File: src/rtl/lol_pkg.sv
package lol_pkg;
  typedef enum logic [2:0] {
    SRC_A    = 3'd0,
    SRC_B    = 3'd1,
    SRC_C    = 3'd2,
    SRC_TX   = 3'd3,
    SRC_NONE = 3'd4
  } ref_src_e;
endpackage

File: src/rtl/lol_clk_probe.sv
// Synchronizes one slow clock into the sampling domain, gives a rising-edge
// strobe and an activity flag that drops after IDLE_LIMIT quiet cycles.
module lol_clk_probe #(
  parameter int IDLE_LIMIT = 64
) (
  input  logic clk,
  input  logic rst,
  input  logic clk_in,
  output logic rise,
  output logic active
);
  localparam int IW = $clog2(IDLE_LIMIT + 1);
  localparam logic [IW-1:0] IDLE_V = IW'(IDLE_LIMIT);

  logic          s1, s2, s3;
  logic [IW-1:0] idle_cnt;
  logic          toggle;

  assign toggle = s2 ^ s3;
  assign rise   = s2 & ~s3;
  assign active = (idle_cnt != IDLE_V);

  always_ff @(posedge clk) begin
    if (rst) begin
      s1       <= 1'b0;
      s2       <= 1'b0;
      s3       <= 1'b0;
      idle_cnt <= IDLE_V;
    end else begin
      s1 <= clk_in;
      s2 <= s1;
      s3 <= s2;
      if (toggle)
        idle_cnt <= '0;
      else if (idle_cnt != IDLE_V)
        idle_cnt <= idle_cnt + 1'b1;
    end
  end

  // a clock becomes active only after a toggle was seen
  assert_active_needs_toggle_R6: assert property (@(posedge clk) disable iff (rst)
    $rose(active) |-> $past(toggle));
  // activity is lost only after a quiet cycle
  assert_idle_needs_quiet_R7: assert property (@(posedge clk) disable iff (rst)
    $fell(active) |-> $past(!toggle));
endmodule

File: src/rtl/lol_ref_select.sv
// Picks the reference edge stream: selected master, transmit fallback, or none.
module lol_ref_select
  import lol_pkg::*;
(
  input  logic       clk,
  input  logic       rst,
  input  logic [1:0] rate_sel,
  input  logic [2:0] m_act,
  input  logic [2:0] m_rise,
  input  logic       tx_act,
  input  logic       tx_rise,
  output logic       ref_rise,
  output logic       ref_ok,
  output logic       restart
);
  ref_src_e src, src_q;

  always_comb begin
    src = SRC_NONE;
    if (m_act == 3'b000) begin
      if (tx_act) src = SRC_TX;
    end else begin
      unique case (rate_sel)
        2'd0:    if (m_act[0]) src = SRC_A;
        2'd1:    if (m_act[1]) src = SRC_B;
        default: if (m_act[2]) src = SRC_C;
      endcase
    end
  end

  always_comb begin
    unique case (src)
      SRC_A:   ref_rise = m_rise[0];
      SRC_B:   ref_rise = m_rise[1];
      SRC_C:   ref_rise = m_rise[2];
      SRC_TX:  ref_rise = tx_rise;
      default: ref_rise = 1'b0;
    endcase
  end

  assign ref_ok  = (src != SRC_NONE);
  assign restart = (src != src_q);

  always_ff @(posedge clk) begin
    if (rst) src_q <= SRC_NONE;
    else     src_q <= src;
  end
endmodule

File: src/rtl/lol_freq_meter.sv
// Counts recovered edges per window of reference edges and applies the
// hysteresis comparison.
module lol_freq_meter #(
  parameter int WIN_LEN = 65536,
  parameter int SET_THR = 518,
  parameter int CLR_THR = 505
) (
  input  logic clk,
  input  logic rst,
  input  logic ref_rise,
  input  logic ref_ok,
  input  logic restart,
  input  logic rec_rise,
  output logic lol,
  output logic lol_chg
);
  localparam int WW = $clog2(WIN_LEN);
  localparam int CW = WW + 2;
  localparam int EW = CW + 1;
  localparam logic [WW-1:0] LAST_V = WW'(WIN_LEN - 1);
  localparam logic [EW-1:0] WIN_V  = EW'(WIN_LEN);
  localparam logic [EW-1:0] SET_V  = EW'(SET_THR);
  localparam logic [EW-1:0] CLR_V  = EW'(CLR_THR);
  localparam logic [CW-1:0] REC_MAX = '1;

  logic [WW-1:0] ref_cnt;
  logic [CW-1:0] rec_cnt;
  logic [EW-1:0] rec_tot, err;
  logic          win_end;

  assign win_end = ref_ok && !restart && ref_rise && (ref_cnt == LAST_V);
  assign rec_tot = {1'b0, rec_cnt} + EW'(rec_rise);
  assign err     = (rec_tot >= WIN_V) ? (rec_tot - WIN_V) : (WIN_V - rec_tot);

  always_ff @(posedge clk) begin
    if (rst) begin
      ref_cnt <= '0;
      rec_cnt <= '0;
      lol     <= 1'b0;
      lol_chg <= 1'b0;
    end else begin
      lol_chg <= 1'b0;
      if (!ref_ok || restart) begin
        ref_cnt <= '0;
        rec_cnt <= '0;
      end else if (win_end) begin
        ref_cnt <= '0;
        rec_cnt <= '0;
        if (!lol && err > SET_V) begin
          lol     <= 1'b1;
          lol_chg <= 1'b1;
        end else if (lol && err < CLR_V) begin
          lol     <= 1'b0;
          lol_chg <= 1'b1;
        end
      end else begin
        if (ref_rise) ref_cnt <= ref_cnt + 1'b1;
        if (rec_rise && rec_cnt != REC_MAX) rec_cnt <= rec_cnt + 1'b1;
      end
    end
  end

  // status only moves at a completed window
  assert_change_at_window_R4: assert property (@(posedge clk) disable iff (rst)
    (lol != $past(lol)) |-> $past(win_end));
  // no rise without a usable reference
  assert_rise_needs_ref_R7: assert property (@(posedge clk) disable iff (rst)
    $rose(lol) |-> $past(ref_ok));
endmodule

File: src/rtl/lol_event.sv
// Latched change-of-state flag with write-one-to-clear and gated interrupt.
module lol_event (
  input  logic clk,
  input  logic rst,
  input  logic lol_chg,
  input  logic evt_clr,
  input  logic irq_en,
  output logic evt,
  output logic irq
);
  logic evt_nx;

  always_comb begin
    evt_nx = evt;
    if (evt_clr) evt_nx = 1'b0;
    if (lol_chg) evt_nx = 1'b1;
  end

  always_ff @(posedge clk) begin
    if (rst) begin
      evt <= 1'b0;
      irq <= 1'b0;
    end else begin
      evt <= evt_nx;
      irq <= evt_nx & irq_en;
    end
  end

  // every transition latches the flag
  assert_change_sets_flag_R8: assert property (@(posedge clk) disable iff (rst)
    lol_chg |=> evt);
  // a clear without a simultaneous transition empties the flag
  assert_clear_empties_R9: assert property (@(posedge clk) disable iff (rst)
    (evt_clr && !lol_chg) |=> !evt);
  // interrupt only with the enable set and the flag raised
  assert_irq_gated_R10: assert property (@(posedge clk) disable iff (rst)
    irq |-> ($past(irq_en) && evt));
endmodule

File: src/rtl/lol_monitor.sv
module lol_monitor #(
  parameter int WIN_LEN    = 65536,
  parameter int SET_THR    = 518,
  parameter int CLR_THR    = 505,
  parameter int IDLE_LIMIT = 64,
  parameter int N_MASTER   = 3
) (
  input  logic       clk,
  input  logic       rst,
  input  logic [1:0] rate_sel,
  input  logic       mclk_a,
  input  logic       mclk_b,
  input  logic       mclk_c,
  input  logic       tx_clk,
  input  logic       rx_clk,
  input  logic       irq_en,
  input  logic       evt_clr,
  output logic       lol,
  output logic       lol_evt,
  output logic       irq
);
  logic [N_MASTER-1:0] m_in, m_act, m_rise;
  logic tx_act, tx_rise, rx_act, rx_rise;
  logic ref_rise, ref_ok, restart, lol_chg;

  assign m_in = {mclk_c, mclk_b, mclk_a};

  for (genvar g = 0; g < N_MASTER; g++) begin : g_master
    lol_clk_probe #(.IDLE_LIMIT(IDLE_LIMIT)) i_probe (
      .clk(clk), .rst(rst), .clk_in(m_in[g]),
      .rise(m_rise[g]), .active(m_act[g]));
  end

  lol_clk_probe #(.IDLE_LIMIT(IDLE_LIMIT)) i_tx_probe (
    .clk(clk), .rst(rst), .clk_in(tx_clk), .rise(tx_rise), .active(tx_act));

  lol_clk_probe #(.IDLE_LIMIT(IDLE_LIMIT)) i_rx_probe (
    .clk(clk), .rst(rst), .clk_in(rx_clk), .rise(rx_rise), .active(rx_act));

  lol_ref_select i_sel (
    .clk(clk), .rst(rst), .rate_sel(rate_sel),
    .m_act(m_act), .m_rise(m_rise), .tx_act(tx_act), .tx_rise(tx_rise),
    .ref_rise(ref_rise), .ref_ok(ref_ok), .restart(restart));

  lol_freq_meter #(.WIN_LEN(WIN_LEN), .SET_THR(SET_THR), .CLR_THR(CLR_THR)) i_meter (
    .clk(clk), .rst(rst), .ref_rise(ref_rise), .ref_ok(ref_ok),
    .restart(restart), .rec_rise(rx_rise), .lol(lol), .lol_chg(lol_chg));

  lol_event i_evt (
    .clk(clk), .rst(rst), .lol_chg(lol_chg), .evt_clr(evt_clr),
    .irq_en(irq_en), .evt(lol_evt), .irq(irq));

  // the transmit fallback never coexists with an active master edge stream
  assert_ref_stream_R6: assert property (@(posedge clk) disable iff (rst)
    (ref_rise && m_act == '0) |-> tx_act);
  // recovered-clock activity has no bearing on a missing reference
  assert_no_ref_no_rise_R7: assert property (@(posedge clk) disable iff (rst)
    (!ref_ok && rx_act) |=> !$rose(lol));
endmodule

File: config.mk
export PLATFORM = sky130hd
export DESIGN_NAME = lol_monitor
export DESIGN_NICKNAME = d
export VERILOG_FILES = /design/src/rtl/lol_pkg.sv /design/src/rtl/lol_clk_probe.sv /design/src/rtl/lol_ref_select.sv /design/src/rtl/lol_freq_meter.sv /design/src/rtl/lol_event.sv /design/src/rtl/lol_monitor.sv
export SDC_FILE = /design/constraint.sdc
export NUM_CORES = 1
export LEC_CHECK = 0
export ABC_AREA = 1
export BUFFER_PORTS_ARGS = -buffer_cell sky130_fd_sc_hd__buf_2
export CAP_MARGIN = 20
export CORE_MARGIN = 4
export CORE_UTILIZATION = 25
export CTS_CLUSTER_SIZE = 20
export DETAILED_ROUTE_END_ITERATION = 12
export PLACE_DENSITY = 0.48
export SLEW_MARGIN = 0
export SYNTH_ARGS = -nofsm -noshare
export SYNTH_HDL_FRONTEND = slang
export SYNTH_SLANG_ARGS = --single-unit
export TNS_END_PERCENT = 100
File: constraint.sdc
create_clock -name clk -period 2.9 [get_ports clk]
set_input_delay 0.29 -clock clk [delete_from_list [all_inputs] [get_ports clk]]
set_output_delay 0.29 -clock clk [all_outputs]
set_load 0.1 [all_outputs]
Word-level counts from Yosys, hierarchy flattened
Cells that the tools add are included.
{ "totals": {"register_bits": 84, "in_bits": 11} }
{ "op_classes": {"add_sub_neg": 9, "order_cmp": 3, "n_eq_ne": 12, "mux": 22, "bitwise": 17, "reduce_logical": 25} }
{ "ops": {"columns": ["operator", "n"], "rows": [
  ["$mux 7", 8],
  ["$add 7x1->7 const B", 4],
  ["$ne 7x7->1 const B", 4],
  ["$add 18x1->19", 1],
  ["$ge 19x17->1 const B", 1],
  ["$gt 19x10->1 const B", 1],
  ["$lt 19x9->1 const B", 1],
  ["$mux 19", 1],
  ["$sub 17x19->19 const A", 1],
  ["$sub 19x17->19 const B", 1],
  ["$add 18x1->18 const B", 1],
  ["$ne 18x18->1 const B", 1],
  ["$add 16x1->16 const B", 1],
  ["$eq 16x16->1 const B", 1],
  ["$mux 3", 5],
  ["$reduce_bool 2->1", 5],
  ["$reduce_or 2->1", 4],
  ["$not 1->1", 7],
  ["$and 1x1->1", 6],
  ["$eq 3x2->1 const B", 2],
  ["$logic_and 1x1->1", 6],
  ["$logic_not 3->1", 2],
  ["$mux 1", 6],
  ["$pmux 3 s2", 1],
  ["11 further kinds", 17]
]} }

Logic depth before layout (Yosys ltp)
{ "logic_depth": {"depth_word": 11, "mapped_depth": 25, "mapped_depth_nobuf": 25} }

Modules after synthesis
Synthesis repeated with hierarchy kept, for this count alone.
{ "hier_totals": {"hier_cells": 854, "hier_area_um2": 5605.4} }
{ "by_module_without_submodules": {"columns": ["module", "instances", "cells_per_inst", "area_each_um2"], "rows": [
  ["lol_freq_meter", 1, 492, 2919.0],
  ["lol_clk_probe", 5, 63, 471.7],
  ["lol_ref_select", 1, 38, 257.7],
  ["lol_event", 1, 9, 70.1]
]} }

Worst setup path before layout
Ideal clock, no wire load.
{ "synth_timing": {"kind": "flip-flop to flip-flop", "from": "reg i_rx_probe.s2", "to": "reg i_meter.lol", "setup_ps": 132, "arrival_ps": 2765, "required_ps": 2768, "slack_ps": 3, "stages_incl_launch_ff": 24, "n_path_buf": 1, "path_cell_list": "dfxtp_1 -> inv_1 -> nor2_1 -> ha_1 -> ha_1 -> inv_1 -> nor2_2 -> nand2_2 -> nor2_4 -> xor2_2 -> inv_1 -> ha_1 -> a21boi_0 -> nand4_1 -> buf_2 -> nand3_1 -> nand2_1 -> nand2_1 -> nor2_1 -> nand2_1 -> nor2_1 -> nand2_1 -> nand3_2 -> a21oi_1"} }
{ "synth_via": {"elab_chain_cells": 8, "word_cells_on_any_way": 13} }
{ "synth_rtl": {"columns": ["element", "line_no", "rtl"], "rows": [
  ["start: declaration", "lol_clk_probe.sv:15", "logic s1, s2, s3;"],
  ["start signal: assignment", "lol_clk_probe.sv:26", "s2 <= 1'b0;"],
  ["start signal: assignment", "lol_clk_probe.sv:31", "s2 <= s1;"],
  ["$and 1x1->1 *", "lol_clk_probe.sv:20", "assign rise = s2 & ~s3;"],
  ["$add 18x1->19 *", "lol_freq_meter.sv:32", "assign rec_tot = {1'b0, rec_cnt} + EW'(rec_rise);"],
  ["$sub 17x19->19 (tied with other cells)", "lol_freq_meter.sv:33", "assign err = (rec_tot >= WIN_V) ? (rec_tot - WIN_V) : (WIN_V - rec_tot);"],
  ["$mux 19 *", "lol_freq_meter.sv:33", null],
  ["$lt 19x9->1 / $gt 19x10->1 (equally long branches)", "lol_freq_meter.sv:52, lol_freq_meter.sv:49", null],
  ["$logic_and 1x1->1, on equally long branches", "lol_freq_meter.sv:52, lol_freq_meter.sv:49", null],
  ["$reduce_bool 2->1 (no line)", null, null],
  ["$reduce_and 3->1 (no line)", null, null],
  ["end signal: assignment", "lol_freq_meter.sv:39", "lol <= 1'b0;"],
  ["end signal: assignment", "lol_freq_meter.sv:50", "lol <= 1'b1;"],
  ["end signal: assignment", "lol_freq_meter.sv:53", "lol <= 1'b0;"],
  ["end: declaration", "lol_freq_meter.sv:14", "output logic lol,"]
]} }
Mark *: on every way between the ends. The rest lies on a longest branch, timed or not.
A chain may end at the register's enable or synchronous reset.

Worst setup path after layout
Ends and elaborated chain as after synthesis.

==> results.py <==
metrics = {
    "worst_setup_path": {
        "rr_endpoint": "i_meter.lol",
        "crit_required_ps": 3130,
        "r2r_start": "i_rx_probe.s2",
        "start_kind": "flop",
        "crit_top_cell": "nand2_1",
        "end_kind": "flop",
        "cpMaxStageDelayCell": "dfxtp_2",
        "reg2reg_depth": 24,
        "crit_type": "reg -> reg",
        "cpPeakStageDelay_ps": 320,
        "arrival_ps": 3270,
        "cp_max_fo": 5,
        "rrSetupSlack_ps": -140,
        "crit_chain": "inv_2, nor2_4, ha_4, ha_4, inv_1, nor2_4, nand2_2, nor2_4, xor2_2, inv_1, ha_2, a21boi_2, nand4_1, nand2_4, clkbuf_16, inv_4, nand2_1, nand2_1, nor2_1, nand2_1, nor2_2, nand4_2, nand2_1, a21oi_1",
    },
    "hold_path": {
        "hold_end": "g_master[1].i_probe.s1",
        "hold_class": "in -> reg",
        "holdPathStages": 3,
        "worst_hold_startpoint": "mclk_b",
    },
    "pwr": {
        "p_switching_uw": 919,
        "power_density_mw_per_mm2": 479,
        "combPwrFrac_pct": 19.3,
        "p_leak_nw": 2.78,
        "clkPwrFrac_pct": 39.4,
        "seqPwrFrac_pct": 41.3,
        "internal_power_mw": 2.15,
        "p_sw_share_pct": 30.0,
        "ir_worst_vdd_mv": 0.335,
        "p_total_mw": 3.07,
    },
    "final_layout": {
        "drive_gt1_share_pct": 21.4,
        "fin_util_pct": 32.5,
        "final_nets": 862,
        "n_antenna_cell": 0,
        "area_growth_pct": 26.5,
    },
    "timing": {
        "relSlewSlack_pct": 67.7,
        "tightest_slew_ps": 488,
        "final_max_slew_viol_count": 0,
        "period_share_pct": 105,
        "fin_tns_setup_ps": -267,
        "setup_slack_ps": -140,
        "period_needed_ps": 3040,
        "hold_viol_final": 0,
        "rsz0062_at_grt": "yes",
        "skew_ps": 9.74,
        "timing.fmax_mhz": 329,
        "setup_viol": 2,
        "hold_slack_ps": 148,
    },
    "yosys": {
        "async_flop_share_pct": 0,
        "synthTopCellsByCount": "nand2_1, inv_1, nor2_1, dfxtp_1, nand3_1",
        "synth_area_sq_mm": 0.00506,
        "yosysTopAreaCell": "dfxtp_1",
        "syn_avg_cell_area_sq_um": 6.71,
        "synth_ff_type": "dfxtp_1",
        "ys_ff_latch": 84,
        "synth_most_common_cell": "nand2_1",
        "ys_seq_area_share_pct": 33.2,
        "yosysWarningCount": 0,
        "synthTopCellsByArea": "dfxtp_1, nand2_1, inv_1",
        "synthCells": 755,
        "synth-edff-count": 0,
        "ys_types": 44,
        "yosys.area.top_type_share_pct": 33.2,
        "syn_nets": 785,
    },
    "drt": {
        "drc": 0,
        "dr_total_vias": 4646,
        "firstDrtPassIters": 5,
        "routed_wl_mm": 12.1,
        "drt_iter0_markers": 162,
        "via_per_inst": 4.22,
        "ant_nets": 0,
        "wl_per_cell_um": 11.0,
    },
    "cts": {
        "cts-buffers-inserted": 9,
        "cts_tree": "built",
        "cts.sinks": 84,
        "clk_latency_ps": 340,
        "clkTransAtPathRegs_ps": 70,
        "clockRootBuffer": "clkbuf_16",
        "clockBufferDepth": 2,
        "cts_hold_buf": 0,
        "htreeDepth": 3,
    },
    "floorplanning": {
        "dieArea_sq_mm": 0.0226,
        "die_w_um": 150,
        "rows": 51,
        "fp.dieH_um": 150,
        "top_level_ports": 14,
        "start_util_pct": 25.7,
        "design.core.area_sq_mm": 0.0197,
    },
    "flow_run": {
        "maxCapViolCount": 0,
    },
    "global_routing": {
        "grt_use_total_pct": 10.7,
        "overflow": 0,
        "grt_pass1_wl_mm": 19.7,
        "grt_pass1_vias": 4456,
        "grt_antenna_before_repair": 0,
        "grt_max_degree": 34,
    },
    "place": {
        "buffer_ports.inserted": 13,
        "place_congestion": 0.836,
        "dp_hpwl_mm": 8.79,
    },
    "outcome": {
        "status": "complete, but fails checks",
        "violations": "negative setup slack",
    },
}
## registers in the layout, indices dropped and copies added (netlist names)
register,flops
g_master.i_probe.idle_cnt,21
g_master.i_probe.s1,3
g_master.i_probe.s2,3
g_master.i_probe.s3,3
i_evt.evt,1
i_evt.irq,1
i_meter.lol,1
i_meter.lol_chg,1
i_meter.rec_cnt,18
i_meter.ref_cnt,16
i_rx_probe.s1,1
i_rx_probe.s2,1
i_rx_probe.s3,1
i_sel.src_q,3
i_tx_probe.idle_cnt,7
i_tx_probe.s1,1
i_tx_probe.s2,1
i_tx_probe.s3,1
## area by class of cell
type                            instances  area [sq um]
Multi-Input combinational cell        538          3000
Inverter                              123           464
Fill cell                            2088         13300
Sequential cell                        84          1680
Tap cell                              265           332
Clock buffer                            9           225
Clock inverter                          7          80.1
Timing Repair Buffer                   76           624
## critical path, delay by kind of cell, from the launching register on
family / cells / cell delay, ps
compound gates: 2 / 200
xor+xnor: 1 / 80
simple gates: 13 / 1440
buf+inv: 5 / 410
fa+ha+maj: 3 / 470
flops: 1 / 320
## worst max-delay path by stage
stage                        startpoint               to  slack [ps]  depth (start not counted)
final                     i_rx_probe.s2      i_meter.lol        -140                         24
after global routing      i_rx_probe.s2      i_meter.lol        -410                         24
after CTS                 i_rx_probe.s2      i_meter.lol         -40                         24
after detailed placement  i_rx_probe.s2  i_meter.lol_chg        -120                         24
after global placement    i_rx_probe.s2  i_meter.lol_chg        -100                         24
after floorplan           i_rx_probe.s2      i_meter.lol           3                         23
## logic make-up (layout without fill, tap and decap cells)
group | count (synthesis) | after routing | synth area share (%)
fa+ha+maj | 19 | 19 | 4.69
flops | 84 | 84 | 33.2
compound gates | 62 | 62 | 6.79
buf+inv | 133 | 215 | 10.4
xor+xnor | 30 | 30 | 5.34
simple gates | 427 | 427 | 39.6
## layout by cell type, fill, tap and decap left out, types with 2 or more instances in the layout
| cell type | synthesis | routed |
|---|---|---|
| inv_6 | 0 | 3 |
| ha_1 | 19 | 16 |
| ha_4 | 0 | 2 |
| nor3_1 | 20 | 20 |
| o21a_1 | 2 | 2 |
| nand4_2 | 2 | 2 |
| dfxtp_1 | 84 | 83 |
| nand4_1 | 18 | 18 |
| nand2_1 | 183 | 170 |
| nand3_4 | 0 | 2 |
| clkbuf_16 | 0 | 12 |
| xor2_1 | 18 | 18 |
| buf_6 | 2 | 3 |
| buf_12 | 0 | 2 |
| or2_2 | 7 | 7 |
| xnor2_1 | 11 | 11 |
| buf_4 | 2 | 54 |
| a21oi_1 | 35 | 33 |
| inv_2 | 9 | 11 |
| nor4_1 | 2 | 2 |
| buf_2 | 4 | 14 |
| nand2_4 | 1 | 2 |
| nand3b_1 | 6 | 6 |
| nor2_1 | 92 | 85 |
| nor3b_1 | 8 | 8 |
| nand3_2 | 3 | 3 |
| nand3_1 | 51 | 49 |
| inv_1 | 113 | 110 |
| o21ai_0 | 13 | 13 |
| a211oi_1 | 5 | 5 |
| a21oi_2 | 0 | 2 |
| nor2_2 | 11 | 15 |
| nand2_2 | 10 | 22 |
| nor2_4 | 6 | 9 |
## timing repair
| action | 4_1_cts | 5_1_grt |
|---|---|---|
| resized for setup | 7 | 38 |
| setup buffers | 0 | 6 |
| setup endpoints to repair | 2 | 35 |
| cloned | 0 | 5 |
| pin swaps | 1 | 22 |
## through the flow
stage               instance area [sq um]  setup WS, ps  cells
detailed placement                   5810          -125   1075
global placement                     5810          -100   1075
CTS                                  6140         -42.9   1091
global route                         6410          -406   1102
finish                               6410          -140   1102
floorplan                            5060          2.88    755
## power by group through the flow
stage | combinational [mW] | clock (mW) | sequential (mW)
finish | 0.591 | 1.21 | 1.27
global route | 0.684 | 1.29 | 1.27
CTS | 0.566 | 1.25 | 1.27
detailed placement | 0.562 | 0 | 1.29
global placement | 0.565 | 0 | 1.29
floorplan | 0.413 | 0 | 1.28
## routing by layer
metal | up-vias | global-route usage [%] | share of wire, % | wire length (um)
met5 | - | 0 | 0 | 0
met4 | 0 | 2.47 | 1.0 | 127
met3 | 12 | 2.20 | 2.1 | 251
met2 | 35 | 18.3 | 47 | 5690
met1 | 2061 | 13.8 | 50 | 6050
li1 | 2538 | - | - | -
Power figures use the tool's default switching activity.
